--- src/rtl/usbtx_pkg.sv ---
package usbtx_pkg;
  typedef enum logic [2:0] {
    TX_IDLE,
    TX_PREP,
    TX_DATA,
    TX_SE0,
    TX_JEND
  } tx_state_e;

  localparam logic [7:0] SYNC_BYTE = 8'h80;
  localparam logic [7:0] PID_ACK   = 8'hD2;
  localparam logic [7:0] PID_NAK   = 8'h5A;
endpackage

--- src/rtl/usbtx_bitclk.sv ---
module usbtx_bitclk #(
  parameter int BIT_CLKS = 8
) (
  input  logic clk,
  input  logic rst_n,
  input  logic run_i,
  output logic tick_o
);
  localparam int PW = (BIT_CLKS > 2) ? $clog2(BIT_CLKS) : 1;
  localparam logic [PW-1:0] LAST = PW'(BIT_CLKS - 1);

  logic [PW-1:0] phase;

  always_ff @(posedge clk or negedge rst_n) begin
    if (!rst_n) begin
      phase <= '0;
    end else if (!run_i || phase == LAST) begin
      phase <= '0;
    end else begin
      phase <= phase + 1'b1;
    end
  end

  assign tick_o = run_i && (phase == LAST);

  // phase never leaves one bit period
  a_r1_phase_range: assert property (@(posedge clk) disable iff (!rst_n)
    phase <= LAST);
  // a stopped timer restarts from phase zero
  a_r1_phase_restart: assert property (@(posedge clk) disable iff (!rst_n)
    !run_i |=> phase == '0);
endmodule

--- src/rtl/usbtx_nrzi.sv ---
module usbtx_nrzi #(
  parameter int STUFF_RUN = 6
) (
  input  logic clk,
  input  logic rst_n,
  input  logic clear_i,
  input  logic slot_i,
  input  logic bit_i,
  output logic line_k_o,
  output logic run_full_o
);
  localparam int RW = $clog2(STUFF_RUN + 1);
  localparam logic [RW-1:0] RUN_MAX = RW'(STUFF_RUN);

  logic [RW-1:0] ones;

  assign run_full_o = (ones == RUN_MAX);

  always_ff @(posedge clk or negedge rst_n) begin
    if (!rst_n) begin
      line_k_o <= 1'b0;
      ones     <= '0;
    end else if (clear_i) begin
      line_k_o <= 1'b0;
      ones     <= '0;
    end else if (slot_i) begin
      if (run_full_o || !bit_i) begin
        line_k_o <= ~line_k_o;
        ones     <= '0;
      end else begin
        ones <= ones + 1'b1;
      end
    end
  end

  // the run of ones never exceeds the stuffing limit
  a_r5_run_limit: assert property (@(posedge clk) disable iff (!rst_n)
    ones <= RUN_MAX);
  // a slot taken at a full run always toggles the line
  a_r5_stuff_toggles: assert property (@(posedge clk) disable iff (!rst_n)
    slot_i && run_full_o && !clear_i |=> line_k_o != $past(line_k_o));
  // a 1 bit outside stuffing holds the line
  a_r4_one_holds: assert property (@(posedge clk) disable iff (!rst_n)
    slot_i && bit_i && !run_full_o && !clear_i |=> $stable(line_k_o));
endmodule

--- src/rtl/usbtx_ctrl.sv ---
module usbtx_ctrl
  import usbtx_pkg::*;
#(
  parameter int CNT_W  = 4,
  parameter int ADDR_W = 7
) (
  input  logic              clk,
  input  logic              rst_n,
  input  logic              start_i,
  input  logic              hs_i,
  input  logic              hs_nak_i,
  input  logic [CNT_W-1:0]  byte_cnt_i,
  input  logic              in_valid_i,
  input  logic [7:0]        in_data_i,
  output logic              in_ready_o,
  input  logic [ADDR_W-1:0] pend_addr_i,
  output logic [ADDR_W-1:0] addr_o,
  input  logic              tick_i,
  input  logic              run_full_i,
  output tx_state_e         state_o,
  output logic              run_o,
  output logic              clear_o,
  output logic              slot_o,
  output logic              bit_o
);
  tx_state_e        st;
  logic [7:0]       sh;
  logic [7:0]       stage;
  logic [3:0]       nb;
  logic [CNT_W-1:0] left;
  logic             stage_full;
  logic             hs_q;
  logic             eop_second;
  logic             ending;
  logic             data_slot;
  logic             stuff_slot;
  logic             take_stage;
  logic             accept;

  always_comb begin
    ending     = (st == TX_DATA) && tick_i && !run_full_i && (nb == 4'd0) && (left == '0);
    stuff_slot = (st == TX_DATA) && tick_i && run_full_i;
    data_slot  = (st == TX_PREP) || ((st == TX_DATA) && tick_i && !run_full_i && !ending);
    take_stage = data_slot && (nb == 4'd0);
    slot_o     = stuff_slot || data_slot;
    bit_o      = take_stage ? stage[0] : sh[0];
    in_ready_o = ((st == TX_PREP) || (st == TX_DATA)) && !hs_q && !stage_full && (left != '0);
    accept     = in_ready_o && in_valid_i;
    clear_o    = (st == TX_IDLE);
    run_o      = (st == TX_DATA) || (st == TX_SE0) || (st == TX_JEND);
  end

  assign state_o = st;

  always_ff @(posedge clk or negedge rst_n) begin
    if (!rst_n) begin
      st         <= TX_IDLE;
      sh         <= '0;
      stage      <= '0;
      nb         <= '0;
      left       <= '0;
      stage_full <= 1'b0;
      hs_q       <= 1'b0;
      eop_second <= 1'b0;
      addr_o     <= '0;
    end else begin
      case (st)
        TX_IDLE: begin
          if (start_i) begin
            st   <= TX_PREP;
            hs_q <= hs_i;
            sh   <= SYNC_BYTE;
            nb   <= 4'd8;
            if (hs_i) begin
              stage      <= hs_nak_i ? PID_NAK : PID_ACK;
              stage_full <= 1'b1;
              left       <= CNT_W'(1);
            end else begin
              stage_full <= 1'b0;
              left       <= (byte_cnt_i > CNT_W'(1)) ? byte_cnt_i - CNT_W'(1) : '0;
            end
          end
        end
        TX_PREP: st <= TX_DATA;
        TX_DATA: begin
          if (ending) begin
            st         <= TX_SE0;
            eop_second <= 1'b0;
          end
        end
        TX_SE0: begin
          if (tick_i) begin
            if (eop_second) st <= TX_JEND;
            eop_second <= 1'b1;
          end
        end
        TX_JEND: begin
          if (tick_i) begin
            st <= TX_IDLE;
            if (!hs_q) addr_o <= pend_addr_i;
          end
        end
        default: st <= TX_IDLE;
      endcase

      if (data_slot) begin
        if (take_stage) begin
          sh         <= {1'b0, stage[7:1]};
          nb         <= 4'd7;
          left       <= left - 1'b1;
          stage_full <= 1'b0;
        end else begin
          sh <= {1'b0, sh[7:1]};
          nb <= nb - 1'b1;
        end
      end

      if (accept) begin
        stage      <= in_data_i;
        stage_full <= 1'b1;
      end
    end
  end

  // the active address moves only at the end of a data packet
  a_r9_addr_commit: assert property (@(posedge clk) disable iff (!rst_n)
    !((st == TX_JEND) && tick_i && !hs_q) |=> $stable(addr_o));
  // a start pulse during a packet never restarts the sequence
  a_r10_start_ignored: assert property (@(posedge clk) disable iff (!rst_n)
    (st != TX_IDLE) && start_i |=> st != TX_PREP);
  // no byte is fetched in handshake mode
  a_r8_no_fetch: assert property (@(posedge clk) disable iff (!rst_n)
    (st == TX_DATA) && hs_q |-> !in_ready_o);
endmodule

--- src/rtl/usbtx_top.sv ---
module usbtx_top
  import usbtx_pkg::*;
#(
  parameter int BIT_CLKS  = 8,
  parameter int STUFF_RUN = 6,
  parameter int CNT_W     = 4,
  parameter int ADDR_W    = 7
) (
  input  logic              clk,
  input  logic              rst_n,
  input  logic              start_i,
  input  logic              hs_i,
  input  logic              hs_nak_i,
  input  logic [CNT_W-1:0]  byte_cnt_i,
  input  logic              in_valid_i,
  input  logic [7:0]        in_data_i,
  output logic              in_ready_o,
  input  logic [ADDR_W-1:0] pend_addr_i,
  output logic [ADDR_W-1:0] addr_o,
  output logic              dp_o,
  output logic              dm_o,
  output logic              oe_o,
  output logic              busy_o
);
  tx_state_e st;
  logic      run;
  logic      tick;
  logic      clear;
  logic      slot;
  logic      slot_bit;
  logic      line_k;
  logic      run_full;

  usbtx_bitclk #(.BIT_CLKS(BIT_CLKS)) u_bitclk (
    .clk    (clk),
    .rst_n  (rst_n),
    .run_i  (run),
    .tick_o (tick)
  );

  usbtx_nrzi #(.STUFF_RUN(STUFF_RUN)) u_nrzi (
    .clk        (clk),
    .rst_n      (rst_n),
    .clear_i    (clear),
    .slot_i     (slot),
    .bit_i      (slot_bit),
    .line_k_o   (line_k),
    .run_full_o (run_full)
  );

  usbtx_ctrl #(.CNT_W(CNT_W), .ADDR_W(ADDR_W)) u_ctrl (
    .clk         (clk),
    .rst_n       (rst_n),
    .start_i     (start_i),
    .hs_i        (hs_i),
    .hs_nak_i    (hs_nak_i),
    .byte_cnt_i  (byte_cnt_i),
    .in_valid_i  (in_valid_i),
    .in_data_i   (in_data_i),
    .in_ready_o  (in_ready_o),
    .pend_addr_i (pend_addr_i),
    .addr_o      (addr_o),
    .tick_i      (tick),
    .run_full_i  (run_full),
    .state_o     (st),
    .run_o       (run),
    .clear_o     (clear),
    .slot_o      (slot),
    .bit_o       (slot_bit)
  );

  always_comb begin
    oe_o   = run;
    busy_o = (st != TX_IDLE);
    case (st)
      TX_DATA: begin dp_o = line_k;  dm_o = ~line_k; end
      TX_SE0:  begin dp_o = 1'b0;    dm_o = 1'b0;    end
      default: begin dp_o = 1'b0;    dm_o = 1'b1;    end
    endcase
  end

  // the bus is taken only while J is already on the pair
  a_r2_j_before_oe: assert property (@(posedge clk) disable iff (!rst_n)
    $rose(oe_o) |-> $past(!dp_o && dm_o && busy_o));
  // the bus is released only after the closing J
  a_r6_release_after_j: assert property (@(posedge clk) disable iff (!rst_n)
    $fell(oe_o) |-> $past(!dp_o && dm_o) && !busy_o);
  // the pair never shows both lines high
  a_r1_no_se1: assert property (@(posedge clk) disable iff (!rst_n)
    !(dp_o && dm_o));
endmodule

--- config.mk ---
export PLATFORM = sky130hd
export DESIGN_NAME = usbtx_top
export DESIGN_NICKNAME = d
export VERILOG_FILES = /design/src/rtl/usbtx_pkg.sv /design/src/rtl/usbtx_bitclk.sv /design/src/rtl/usbtx_nrzi.sv /design/src/rtl/usbtx_ctrl.sv /design/src/rtl/usbtx_top.sv
export SDC_FILE = /design/constraint.sdc
export NUM_CORES = 1
export LEC_CHECK = 0
export BUFFER_PORTS_ARGS = -buffer_cell sky130_fd_sc_hd__buf_2
export CELL_PAD_IN_SITES_DETAIL_PLACEMENT = 0
export CELL_PAD_IN_SITES_GLOBAL_PLACEMENT = 1
export CORE_ASPECT_RATIO = 0.6
export CORE_MARGIN = 2
export CORE_UTILIZATION = 40
export CTS_BUF_LIST = sky130_fd_sc_hd__clkbuf_2
export CTS_CLUSTER_SIZE = 30
export DETAILED_ROUTE_END_ITERATION = 7
export PLACE_DENSITY_LB_ADDON = 0.1
export SLEW_MARGIN = 20
export SYNTH_ARGS = -nofsm -noshare
export SYNTH_HDL_FRONTEND = slang
export SYNTH_SLANG_ARGS = --single-unit
--- constraint.sdc ---
create_clock -name clk -period 2 [get_ports clk]
set_input_delay 0.4 -clock clk [delete_from_list [all_inputs] [get_ports clk]]
set_output_delay 0.4 -clock clk [all_outputs]
set_load 0.05 [all_outputs]
==> results of run 1 <==
flip-flops by register name (all words and copies together) (netlist names), 3 cells and up:
signal          cells
u_ctrl.nb           4
u_ctrl.stage        8
u_ctrl.sh           8
u_ctrl.left         4
u_nrzi.ones         3
u_bitclk.phase      3
u_ctrl.state_o      3
u_ctrl.addr_o       7
power groups by stage:
stage	clock network (mW)	registers (mW)	logic [mW]
floorplan	0	1.47	1.29
global placement	0	1.53	1.79
detailed placement	0	1.54	1.79
CTS	0.524	1.51	2.00
global route	0.570	1.57	2.47
finish	0.513	1.53	2.23
worst min-delay path by stage:
stage / start / to / slack (ps)
after floorplan: rst_n / u_bitclk.phase[0] / 100
after global placement: rst_n / u_bitclk.phase[1] / 390
after detailed placement: rst_n / u_bitclk.phase[2] / 390
after CTS: in_data_i[5] / u_ctrl.stage[5] / 170
after global routing: in_data_i[0] / u_ctrl.stage[0] / 150
final: in_data_i[0] / u_ctrl.stage[0] / 190
layer usage:
| layer | track usage [%] | vias up |
|---|---|---|
| li1 | - | 986 |
| met1 | 30.6 | 905 |
| met5 | 0 | - |
| met4 | 5.74 | 0 |
| met3 | 4.03 | 7 |
| met2 | 24.7 | 64 |
cells by family after synthesis:
family / synth area share, %
simple gates: 19.3
compound gates: 15.9
flops: 48.0
buf+inv: 5.89
mux: 5.73
fa+ha+maj: 4.36
xor+xnor: 0.764
timing repair:
action                                  4_1_cts  5_1_grt
buffers inserted                             11        3
hold endpoints to repair                     18        0
endpoints found under the setup margin       11       20
pin swaps                                     3       10
resized for setup                            16       25
hold buffers                                  1        0
stage by stage:
stage	cell area, um^2	hold WS [ps]	power, mW	worst slack, ps
after global placement	2760	386	3.32	3.01
after global routing	3090	148	4.61	-127
after floorplan	2380	104	2.76	-38.7
after detailed placement	2760	393	3.33	-18.6
final	3090	187	4.27	-30.8
after CTS	2970	166	4.04	-51.0
layout make-up:
class | instances | area, um^2 | area share, %
tap | 80 | 100 | 3.24
timing repair buffer | 76 | 528 | 17.1
clock buffer | 6 | 30.0 | 0.972
sequential | 44 | 1100 | 35.7
inverter | 17 | 66.3 | 2.15
clock inverter | 2 | 35.0 | 1.13
multi-input combinational | 170 | 1230 | 39.8
placed cells by master, fill, tap and decap left out, drive strengths merged, types with 3 or more instances in the layout:
cell	Yosys	final
nand2	29	29
buf	8	75
and3	3	3
nor2	24	24
and2	4	4
o21ai	11	11
nor3	11	11
nand2b	3	3
o31ai	3	3
mux2	9	9
clkbuf	5	6
ha	8	8
a21oi	16	16
a31oi	11	11
dfrtp	44	44
nand3	5	5
a211oi	3	3
mux2i	3	3
inv	17	17
worst min-delay path: stages:
cell and delay [ps]:
buf_2 90, inv_1 40, o21ai_1 60
==> results.sh, run 1 <==
export IMPL_ys_warn_count=0
export IMPL_synth_edf_count=0
export IMPL_pwr_share_comb_pct=52.1
export IMPL_final_setup_worst_slack_ps=-30.8
export IMPL_status="finished with violations"
export IMPL_postRouteAntennaNets=0
export IMPL_topRoutingLayerUsed="met4"
export IMPL_antennaDiodeCount=0
export IMPL_cts_htree_levels=2
export IMPL_cts_clk_slew_worst_paths_ps=220
export IMPL_switchingPower_mw=1.74
export IMPL_reg2reg_to="u_nrzi.line_k_o"
export IMPL_core_area_um2=5540
export IMPL_violations="negative setup slack"
export IMPL_gp_congestion=0.856
export IMPL_dr_pass1_iters=4
export IMPL_syn_area_per_cell_um2=9.40
export IMPL_grt_max_degree=27
export IMPL_hold_depth=3
export IMPL_grt_first_pass_wirelength_um=9240
export IMPL_top_level_ports=37
export IMPL_grt_antenna_before_repair=0
export IMPL_cp_depth=3
export IMPL_dp_cells=372
export IMPL_ys_types=48
export IMPL_hold_violations=0
export IMPL_yosys_register_bits=44
export IMPL_via_per_inst=4.97
export IMPL_chipHeight_um=62.7
export IMPL_rsz0062_at_grt="yes"
export IMPL_die_x_um=102
export IMPL_hp_class="primary input to flip-flop"
export IMPL_end_kind="primary output"
export IMPL_pwr_density_cell_nw_per_um2=1380
export IMPL_post_route_period_util_pct=102
export IMPL_r2r_slack_ps=10
export IMPL_vias=1962
export IMPL_crit_family="simple AND/OR/NAND/NOR gates"
export IMPL_fin_nets=347
export IMPL_synth_area_leaders="dfrtp_1 (48%), nand2_1 (4.7%), ha_1 (4.4%)"
export IMPL_drv_slew=0
export IMPL_fin_crit_ps=2030
export IMPL_fillCellCount=498
export IMPL_met1_length_um=3040
export IMPL_async_flop_share_pct=100
export IMPL_port_buffers=36
export IMPL_synth_seq_area_share_pct=48.0
export IMPL_synth_top_area_cell="dfrtp_1"
export IMPL_sw_frac_of_total_pct=40.9
export IMPL_drt_iter0_markers=57
export IMPL_synth_nets=277
export IMPL_path_class="flip-flop to primary output"
export IMPL_cp_max_fo=2
export IMPL_grt_overflow_total=0
export IMPL_critPathMaxStageDelay_ps=450
export IMPL_area_growth_pct=34.8
export IMPL_grt_pass1_vias=1871
export IMPL_peakVddDrop_v=0.000458
export IMPL_insertion_delay_ps=410
export IMPL_worstReg2RegStart="u_ctrl.state_o[0]"
export IMPL_synth_top_area_share_pct=48.0
export IMPL_row_count=21
export IMPL_synth_area_um2=2290
export IMPL_instances_no_fill=395
export IMPL_routed_wl_met2_um=2170
export IMPL_cts_root_buffer="clkbuf_2"
export IMPL_startpoint="u_ctrl.stage_full"
export IMPL_arrival_ps=1630
export IMPL_wl_met3_um=355
export IMPL_clock_sinks=44
export IMPL_maxSlewHeadroom_pct=66.1
export IMPL_cap_violations=0
export IMPL_fmax_ghz=0.492
export IMPL_pwr_share_clk_pct=12.0
export IMPL_tns_ps=-30.8
export IMPL_cp_endpoint="in_ready_o"
export IMPL_cpMaxStageDelayCell="dfrtp_1"
export IMPL_seqPwrFrac_pct=35.8
export IMPL_drc=0
export IMPL_synth_cells=244
export IMPL_worst_pin_slew_ps=509
export IMPL_p_leak_nw=1.43
export IMPL_finalClockSkew_ps=8.54
export IMPL_cts_tree="done"
export IMPL_postLayoutCoreUtil_pct=55.7
export IMPL_yosysMostFrequentCell="dfrtp_1"
export IMPL_cp_buffers_inverters=1
export IMPL_critPathLaunchType="flip-flop"
export IMPL_intPower_mw=2.53
export IMPL_grt_usage_pct=18.9
export IMPL_cts_buffers=5
export IMPL_synth_ff_type="dfrtp_1"
export IMPL_routedWlPerCell_um=14.2
export IMPL_crit_chain="or3_4 -> nor3_4 -> buf_6"
export IMPL_initial_utilization_pct=41.4
export IMPL_setup_viol=1
export IMPL_drive_gt1_share_pct=40.3
export IMPL_critPathRequiredTime_ps=1600
export IMPL_ys_top_cells_by_count="dfrtp_1 (44), nand2_1 (29), nor2_1 (24)"
export IMPL_reg2reg_depth=7
export IMPL_cts_path_max_buffers=2
export IMPL_wl_um=5630
export IMPL_dp_hpwl_um=4020
export IMPL_die_area_um2=6370
Note: power is estimated with default switching activity, not from simulation.
==> run 2, diff against run 1 <==
--- a/config.mk
+++ b/config.mk
@@ -8,7 +8,6 @@
 export BUFFER_PORTS_ARGS = -buffer_cell sky130_fd_sc_hd__buf_2
 export CELL_PAD_IN_SITES_DETAIL_PLACEMENT = 0
 export CELL_PAD_IN_SITES_GLOBAL_PLACEMENT = 1
-export CORE_ASPECT_RATIO = 0.6
 export CORE_MARGIN = 2
 export CORE_UTILIZATION = 40
 export CTS_BUF_LIST = sky130_fd_sc_hd__clkbuf_2
==> run 2 against run 1 <==
The run still ends with negative setup slack left. Clock-buffer cell count down 1. Critical path type unchanged. First-iteration DRC count is 18% higher. Combinational power fell by 6%. Worst setup slack got worse by 100 ps. Wire length decreased by 7.2%. Largest power group unchanged. Worst hold slack worse by 39 ps. Largest cell class unchanged. Non-clock buffer count is 3 lower.
==> results.sh, run 2 (synthesized netlist as in run 1, its figures left out) <==
export IMPL_dp_cells=364
export IMPL_hp_class="primary input to flip-flop"
export IMPL_p_leak_nw=1.40
export IMPL_top_level_ports=37
export IMPL_violations="negative setup slack"
export IMPL_worstReg2RegStart="u_bitclk.phase[0]"
export IMPL_setup_viol=3
export IMPL_pwr_density_cell_nw_per_um2=1370
export IMPL_wl_um=5220
export IMPL_drive_gt1_share_pct=39.1
export IMPL_die_area_um2=6360
export IMPL_hold_violations=0
export IMPL_area_growth_pct=32.2
export IMPL_fmax_ghz=0.469
export IMPL_end_kind="primary output"
export IMPL_hp_start="pend_addr_i[4]"
export IMPL_grt_usage_pct=18.1
export IMPL_critPathLaunchType="flip-flop"
export IMPL_final_common_cell="dfrtp_1"
export IMPL_critPathRequiredTime_ps=1600
export IMPL_post_route_period_util_pct=107
export IMPL_grt_max_degree=26
export IMPL_instances_no_fill=384
export IMPL_die_x_um=79.7
export IMPL_drt_iter0_markers=67
export IMPL_grt_pass1_vias=1857
export IMPL_dr_pass1_iters=4
export IMPL_grt_util_met1_pct=25.6
export IMPL_antennaDiodeCount=0
export IMPL_core_area_um2=5510
export IMPL_grt_overflow_total=0
export IMPL_cap_violations=0
export IMPL_status="finished with violations"
export IMPL_rsz0062_at_grt="yes"
export IMPL_clock_sinks=44
export IMPL_cts_path_max_buffers=2
export IMPL_worst_pin_slew_ps=483
export IMPL_fin_crit_ps=2130
export IMPL_grt_busiest_layer="met2"
export IMPL_gp_congestion=0.823
export IMPL_insertion_delay_ps=450
export IMPL_path_class="flip-flop to primary output"
export IMPL_grt_first_pass_wirelength_um=8900
export IMPL_cp_max_fo=3
export IMPL_via_per_inst=5.09
export IMPL_peakVddDrop_v=0.000567
export IMPL_startpoint="u_ctrl.left[1]"
export IMPL_port_buffers=36
export IMPL_drc=0
export IMPL_grt_antenna_before_repair=0
export IMPL_cts_tree="done"
export IMPL_use_met3_pct=4.52
export IMPL_fin_nets=344
export IMPL_dp_hpwl_um=3750
export IMPL_routedWlPerCell_um=13.6
export IMPL_final_setup_worst_slack_ps=-133
export IMPL_final_cell_mix="dfrtp_1 (42), buf_4 (37), buf_2 (31)"
export IMPL_maxSlewHeadroom_pct=67.8
export IMPL_postRouteAntennaNets=0
export IMPL_initial_utilization_pct=41.6
export IMPL_tns_ps=-213
export IMPL_cts_htree_levels=2
export IMPL_row_count=27
export IMPL_finalClockSkew_ps=22.6
export IMPL_cts_clk_slew_worst_paths_ps=260
export IMPL_largestRegisters="u_ctrl.sh: 8 flops, u_ctrl.stage: 8 flops, u_ctrl.addr_o: 7 flops"
export IMPL_drv_slew=0
export IMPL_gr_usage_met2_pct=27.1
export IMPL_chipHeight_um=79.7
export IMPL_vias=1956
export IMPL_arrival_ps=1730
export IMPL_cts_root_buffer="clkbuf_2"
export IMPL_cts_buffers=5
## run 2: cell count changes in the layout (fill, tap and decap cells not counted), sizes merged
| cell | previous run | this run |
|---|---|---|
| buf | 75 | 72 |
| clkbuf | 6 | 5 |
| clkinv | 1 | 0 |
| clkinvlp | 0 | 1 |
| inv | 17 | 18 |
## run 2: through the flow
step | setup WS [ps] | power, mW | area [um^2] | hold WS [ps] | utilization (%)
6_report | -133 | 4.15 | 3030 | 148 | 55.1
5_1_grt | -221 | 4.50 | 3030 | 108 | 55.1
4_1_cts | -155 | 4.00 | 2930 | 130 | 53.2
3_5_place_dp | -176 | 3.30 | 2750 | 393 | 50.0
3_3_place_gp | -43.2 | 3.28 | 2750 | 384 | 50.0
2_1_floorplan | -38.7 | 2.76 | 2380 | 104 | -
## run 2: final timing paths
path                                          end  cells after the start  slack [ps]
worst max-delay path                   in_ready_o                      6        -130
worst min-delay path             u_ctrl.addr_o[4]                      2         150
worst max register to register    u_nrzi.line_k_o                      7         -40
worst min register to register  u_bitclk.phase[0]                      1         460
max in group asynchronous            u_ctrl.sh[2]                      3        1090
min in group asynchronous          u_nrzi.ones[1]                      2         380
## run 2: final cells by class
| type | count | area [um^2] |
|---|---|---|
| Timing Repair Buffer | 73 | 497 |
| Tap cell | 72 | 90.1 |
| Inverter | 17 | 63.8 |
| Fill cell | 534 | 2470 |
| Clock buffer | 5 | 25.0 |
| Sequential cell | 44 | 1100 |
| Multi-Input combinational cell | 170 | 1210 |
| Clock inverter | 3 | 46.3 |
## run 2: timing repair
item | 4_1_cts | 5_1_grt
setup endpoints to repair | 24 | 19
resized for setup | 16 | 19
endpoints found under the hold margin | 19 | 0
hold buffers | 1 | 0
pin swaps | 3 | 5
buffers inserted | 5 | 6
## run 2: worst max-delay path, cell delays in order, from the launching register on
cell and delay [ps]:
dfrtp_1 410, inv_1 70, ha_4 170, nor3b_4 140, buf_4 140, nor3_4 190, buf_6 180
## run 2: power breakdown
part / switching [mW] / internal (mW) / total [mW]
clock: 0.327 / 0.215 / 0.542
combinational: 1.10 / 0.993 / 2.09
sequential: 0.268 / 1.25 / 1.52
## run 2: routing by layer
| metal | wire, um | vias to the layer above |
|---|---|---|
| li1 | - | 985 |
| met3 | 208 | 5 |
| met5 | 0 | - |
| met1 | 2550 | 928 |
| met4 | 56 | 0 |
| met2 | 2400 | 38 |
